<file path="config.mk">
export PLATFORM = sky130hd
export DESIGN_NAME = nvs_store
export DESIGN_NICKNAME = d
export VERILOG_FILES = /design/src/rtl/nvs_pkg.sv /design/src/rtl/nvs_timer.sv /design/src/rtl/nvs_cells.sv /design/src/rtl/nvs_store.sv
export SDC_FILE = /design/constraint.sdc
export NUM_CORES = 1
export LEC_CHECK = 0
export BUFFER_PORTS_ARGS = -buffer_cell sky130_fd_sc_hd__clkbuf_2
export CAP_MARGIN = 10
export CORE_MARGIN = 1
export CORE_UTILIZATION = 56
export CTS_BUF_LIST = sky130_fd_sc_hd__clkbuf_8
export CTS_CLUSTER_SIZE = 20
export DETAILED_ROUTE_END_ITERATION = 10
export PLACE_DENSITY = 0.79
export SLEW_MARGIN = 20
export SYNTH_ARGS = -nofsm -noshare
export SYNTH_HDL_FRONTEND = slang
export SYNTH_HIERARCHICAL = 1
export SYNTH_SLANG_ARGS = --single-unit
export TNS_END_PERCENT = 10
</file>
<file path="constraint.sdc">
create_clock -name clk -period 2.9 [get_ports clk]
set_input_delay 0.58 -clock clk [delete_from_list [all_inputs] [get_ports clk]]
set_output_delay 0.58 -clock clk [all_outputs]
set_load 0.01 [all_outputs]
</file>
<file path="src/rtl/nvs_pkg.sv">
package nvs_pkg;

    localparam int TAP_W  = 8;
    localparam int WORD_W = TAP_W + 1;

    typedef struct packed {
        logic             mode;
        logic [TAP_W-1:0] tap;
    } nv_word_t;

    typedef enum logic [1:0] {
        OP_READ  = 2'b00,
        OP_ERASE = 2'b01,
        OP_PROG  = 2'b10,
        OP_NONE  = 2'b11
    } nv_op_e;

    function automatic logic op_accepted(input nv_op_e op);
        return op != OP_NONE;
    endfunction

    function automatic logic op_mutates(input nv_op_e op);
        return (op == OP_ERASE) || (op == OP_PROG);
    endfunction

endpackage

</file>
<file path="src/rtl/nvs_timer.sv">
module nvs_timer #(
    parameter int BUSY_CYC = 100000,
    parameter int ACK_CYC  = 2
) (
    input  logic clk,
    input  logic rst,
    input  logic start,
    input  logic short_len,
    output logic busy,
    output logic done
);
    localparam int CW = $clog2(BUSY_CYC + 1);
    localparam logic [CW-1:0] LONG_LOAD  = CW'(BUSY_CYC - 1);
    localparam logic [CW-1:0] SHORT_LOAD = CW'(ACK_CYC - 1);

    logic          busy_q;
    logic [CW-1:0] cnt_q;

    assign busy = busy_q;
    assign done = busy_q && (cnt_q == '0);

    always_ff @(posedge clk) begin
        if (rst) begin
            busy_q <= 1'b1;
            cnt_q  <= LONG_LOAD;
        end else if (done) begin
            busy_q <= 1'b0;
        end else if (busy_q) begin
            cnt_q <= cnt_q - 1'b1;
        end else if (start) begin
            busy_q <= 1'b1;
            cnt_q  <= short_len ? SHORT_LOAD : LONG_LOAD;
        end
    end

    // the end of an access always drops busy on the next cycle
    a_r6_done_ends_busy: assert property (@(posedge clk) disable iff (rst)
        done |=> !busy);

    // a start always raises busy
    a_r6_start_raises: assert property (@(posedge clk) disable iff (rst)
        (start && !busy) |=> busy);

endmodule

</file>
<file path="src/rtl/nvs_cells.sv">
module nvs_cells
    import nvs_pkg::*;
#(
    parameter int NWORDS = 4,
    localparam int AW    = $clog2(NWORDS)
) (
    input  logic                  clk,
    input  logic                  er_en,
    input  logic                  wr_en,
    input  logic [AW-1:0]         addr,
    input  nv_word_t              wdata,
    output nv_word_t [NWORDS-1:0] words,
    output logic [NWORDS-1:0]     erased
);
    // Cells are not reset: their content survives a power-up reset.
    for (genvar i = 0; i < NWORDS; i++) begin : g_cell
        always_ff @(posedge clk) begin
            if (er_en && (addr == AW'(i))) begin
                words[i]  <= '1;
                erased[i] <= 1'b1;
            end else if (wr_en && (addr == AW'(i))) begin
                words[i]  <= wdata;
                erased[i] <= 1'b0;
            end
        end
    end

endmodule

</file>
<file path="src/rtl/nvs_store.sv">
module nvs_store
    import nvs_pkg::*;
#(
    parameter int NWORDS   = 4,
    parameter int BUSY_CYC = 100000,
    parameter int ACK_CYC  = 2,
    localparam int AW      = $clog2(NWORDS)
) (
    input  logic              clk,
    input  logic              rst,
    input  logic              req_valid,
    input  logic [1:0]        req_op,
    input  logic [AW-1:0]     req_addr,
    input  logic [WORD_W-1:0] req_wdata,
    input  logic              wp_n,
    output logic [WORD_W-1:0] rd_data,
    output logic              busy,
    output logic              prog_err
);
    typedef struct packed {
        nv_op_e        op;
        logic [AW-1:0] addr;
        nv_word_t      data;
        logic          blocked;
        logic          refused;
    } pend_t;

    nv_word_t [NWORDS-1:0] words;
    logic [NWORDS-1:0]     erased;
    pend_t                 pend;
    nv_word_t              rd_q;
    logic                  err_q;
    logic                  done;
    logic                  accept;
    logic                  blk;
    logic                  rfs;
    logic                  er_en;
    logic                  wr_en;
    nv_op_e                op_in;

    assign op_in  = nv_op_e'(req_op);
    assign accept = req_valid && !busy && op_accepted(op_in);
    assign blk    = op_mutates(op_in) && !wp_n;
    assign rfs    = (op_in == OP_PROG) && wp_n && !erased[req_addr];

    nvs_timer #(
        .BUSY_CYC (BUSY_CYC),
        .ACK_CYC  (ACK_CYC)
    ) u_timer (
        .clk       (clk),
        .rst       (rst),
        .start     (accept),
        .short_len (blk || rfs),
        .busy      (busy),
        .done      (done)
    );

    // Power-up: the pending access is a read of word 0 (the recall).
    always_ff @(posedge clk) begin
        if (rst) begin
            pend.op      <= OP_READ;
            pend.addr    <= '0;
            pend.data    <= '0;
            pend.blocked <= 1'b0;
            pend.refused <= 1'b0;
        end else if (accept) begin
            pend.op      <= op_in;
            pend.addr    <= req_addr;
            pend.data    <= nv_word_t'(req_wdata);
            pend.blocked <= blk;
            pend.refused <= rfs;
        end
    end

    assign er_en = done && (pend.op == OP_ERASE) && !pend.blocked;
    assign wr_en = done && (pend.op == OP_PROG) && !pend.blocked && !pend.refused;

    nvs_cells #(
        .NWORDS (NWORDS)
    ) u_cells (
        .clk    (clk),
        .er_en  (er_en),
        .wr_en  (wr_en),
        .addr   (pend.addr),
        .wdata  (pend.data),
        .words  (words),
        .erased (erased)
    );

    always_ff @(posedge clk) begin
        if (rst) begin
            rd_q  <= '0;
            err_q <= 1'b0;
        end else if (done) begin
            err_q <= pend.refused;
            if (pend.op == OP_READ) begin
                rd_q <= words[pend.addr];
            end
        end
    end

    assign rd_data  = rd_q;
    assign prog_err = err_q;

    // the cell array is only written on a word marked erased
    a_r3_prog_needs_erase: assert property (@(posedge clk) disable iff (rst)
        wr_en |-> erased[pend.addr]);

    // an erase leaves the word all ones and marked erased
    a_r2_erase_result: assert property (@(posedge clk) disable iff (rst)
        er_en |=> (words[$past(pend.addr)] == '1) && erased[$past(pend.addr)]);

    // stored words never move except at the end of an access
    a_r7_cells_quiet: assert property (@(posedge clk) disable iff (rst)
        !done |=> $stable(words));

    // an accepted request at the ports raises busy
    a_r6_accept_busy: assert property (@(posedge clk) disable iff (rst)
        (req_valid && !busy && (req_op != 2'b11)) |=> busy);

    // the reserved code never starts an access
    a_r9_reserved_idle: assert property (@(posedge clk) disable iff (rst)
        (!busy && (!req_valid || (req_op == 2'b11))) |=> !busy);

    // the error flag only rises after a program completes
    a_r10_err_from_prog: assert property (@(posedge clk) disable iff (rst)
        $rose(prog_err) |-> $past(pend.op == OP_PROG));

endmodule

</file>
==> results.md <==
* Status: complete, no violations
* Core Region at 6061 um2
* Yosys top cell area share at 0.4614
* Post-DP HPWL at 5641 um
* Post-route ant nets at 0
* First-pass GRT wire length at 13450 um
* Slew HR at 0.3307
* Starting density of the core at 0.5941
* Clock transition at path regs at 0.09 ns
* Post-synthesis compound-gate area fraction at 0.2137
* Critical path fanouts, max at 9
* Total congestion overflow at 0
* Yosys warning total at 6
* Area grow syn2layout at 13.17%
* Synth Area per Inst at 10.17 um2
* Root buffer cell: clkbuf_8
* Adder-Cell Fraction of Synth Area at 0.01042
* Worst path max stage delay at 0.39 ns
* Via density at 6.451
* Fillers at 485
* Setup violations, final at 0
* Mux share of post-synthesis cell area at 0.07575
* Top-count cell post-synth: dfxtp_1
* Pins Over Slew Limit at 0
* Top FF cell, synth: dfxtp_1
* Final setup TNS at 0 ns
* Hold_buf cts at 0
* Post-detailed-routing wire length at 8607 um
* Post-synth cell types at 62
* Post-Syn Nets at 374
* Minimum clock period at 2.582 ns
* Req. time, crit path at 3.19 ns
* Die height at 82.19 um
* TritonCTS clock tree: yes
* RSZ-0062 raised after global routing: no
* Final Hold Vio Count at 0
* DP Area at 3821 um2
* Largest net degree at the start of global routing at 26
* Largest family of logic cells by synthesized area: compound AO/OA/AOI/OAI gates
* Drt drc at 0
* Nets at 408
* Worst slew pin tran at 1.003 ns
* Period utilisation layout at 0.8902
* Clk_skew at 0.006811 ns
* Top-Level Pins at 28
* VDD IR max at 409.2 uV
* Antenna violations before repair at 0
* Post-synthesis sequential area ratio at 0.4614
* Crit. End Element: flop
* CP cell instances: nor4_2 > nand2_1 > nor4_1 > buf_4 > nand4bb_1 > nor2_1 > buf_4 > nor2_2 > nor2_2 > o22a_1
* Synth Area in Simple Gates at 0.1998
* Async set-reset flop share out of synthesis at 0
* Final instance area at 4075 um2
* Cell area power density at 522.7 nW/um2
* GRT Total Usage at 0.2712
* #FFs+latches synth at 83
* CTS max path bufs at 2
* Largest area contributor in the netlist: dfxtp_1
* Skew-Pair Late Insertion Delay at 0.35 ns
* GPL Wtd Cong at 0.8837
* Pre-CTS WS at 0.2697 ns
* Die X at 82.19 um
* Vias in the first global route at 2724
* Wire length per cell at 18.39 um
* DRT Pass-1 Iters at 5
* Top cells by count, synth: dfxtp_1 (83), nand2_1 (45), o22a_1 (36)
* Row Count at 28
* Fmax at 387.4 MHz
* Top cells by area, synth: dfxtp_1 (46%), o22a_1 (8.8%), mux4_2 (5.6%), nand2_1 (4.7%), a22o_1 (2.9%)
* Min-delay worst type: input pin to flop
* Worst EP arrival at 2.87 ns
* N_diodes at 0
* Mapped Area at 3601 um2
* Layout cell share with drive strength beyond 1 at 0.2214
* Critical path's slowest cell: nor4_2
* Clock sink total at 83
* Htree depth at 3
* Pleak at 0.001509 uW
* Max-Cap Viols at 0
* Die area at 6755 um2
* DRT iter0 DRCs at 249
* WS Path Type: flop to flop
* Via count at 3019
* TritonCTS Buffers at 9
* Worst setup margin at 0.3184 ns
* Post-Syn Instances at 354
* Number of synthesized flops with an enable pin at 0
* CP startpoint kind: flop
* Port bufs at 27
* Synth Area in XOR/XNOR at 0
[worst max-delay path, delay by kind of cell, from the launching register on]
family,cells,cell delay (ns)
compound gates,1,0.23
buf+inv,2,0.35
flops,1,0.36
simple gates,7,1.57
[logic make-up (layout without fill, tap and decap cells)]
kind of cell | after synthesis | count (layout)
muxes | 16 | 16
and+or+nand+nor | 129 | 129
adders and majority gates | 3 | 3
DFF | 83 | 83
buffers and inverters | 26 | 65
AOI/OAI and AO/OA | 97 | 97
[cell type report]
class                           instances  area, um2  area share
Clock inverter                          6      88.84     0.02180
Multi-Input combinational cell        245       1812      0.4446
Timing Repair Buffer                   44      262.8     0.06448
Tap cell                               75      93.84     0.02303
Inverter                                5      18.77    0.004605
Clock buffer                           10      137.6     0.03377
Sequential cell                        83       1662      0.4077
[cells in the final DEF, fill, tap and decap left out, types with 2 or more instances in the layout]
cell	count
nor4_1	7
nand2_2	3
nand3_1	3
and3_1	2
nand2_1	45
a22oi_1	3
nor2_2	2
bufinv_16	2
nand4_1	4
a211oi_1	5
o211ai_1	4
nor2b_1	6
or3_2	2
buf_4	17
a22o_1	12
mux2i_1	7
mux4_2	9
a31oi_1	2
or3_1	10
dfxtp_1	83
ha_1	3
o22a_1	36
o21ai_0	4
clkbuf_2	27
o311ai_0	3
or4_1	2
nor3_1	4
a21oi_1	15
inv_1	5
clkbuf_8	10
nor2b_4	2
nor2_1	18
nand2b_1	4
[metal layers]
layer	GRT usage	vias to the layer above	wire, um
met4	0.08947	0	124
met1	0.3738	1467	3981
met5	0	-	0
li1	-	1416	-
met3	0.06154	13	585
met2	0.4198	123	3916
[worst paths after layout]
kind / from / endpoint / slack (ns) / cells after the start
hold / removal: req_wdata[3] / pend[5] / 0.45 / 3
hold reg to reg: u_cells/words[26] / u_cells/words[26] / 0.47 / 1
setup reg to reg: u_timer/cnt_q[11] / u_cells/words[30] / 0.32 / 10
setup / recovery: u_timer/cnt_q[11] / u_cells/words[30] / 0.32 / 10
[power by group]
part | internal (uW) | switching [uW] | leakage (uW)
Clock | 510 | 422 | 0.000114
Combinational | 21.5 | 29.6 | 0.000726
Sequential | 1140 | 4.46 | 0.000669
[through the flow]
step                      hold WS [ns]  total power (uW)  cells  utilization
after global routing            0.4386              2202    468       0.6724
after global placement          0.4385              1222    450       0.6305
after CTS                       0.4384              2146    466       0.6678
after floorplan                 0.4310              1201    354            -
final                           0.4464              2130    468       0.6724
after detailed placement        0.4470              1223    450       0.6305
[flip-flops by register name, indices dropped and copies added (netlist names)]
| signal | flops |
|---|---|
| u_timer/cnt_q | 17 |
| u_cells/erased | 4 |
| u_timer/busy | 1 |
| pend | 15 |
| prog_err | 1 |
| rd_data | 9 |
| u_cells/words | 36 |
[timing repair]
action	CTS	global route
buffers inserted	0	2
resized for setup	0	2
setup endpoints to repair	0	36
(Power assumes the default switching activity.)
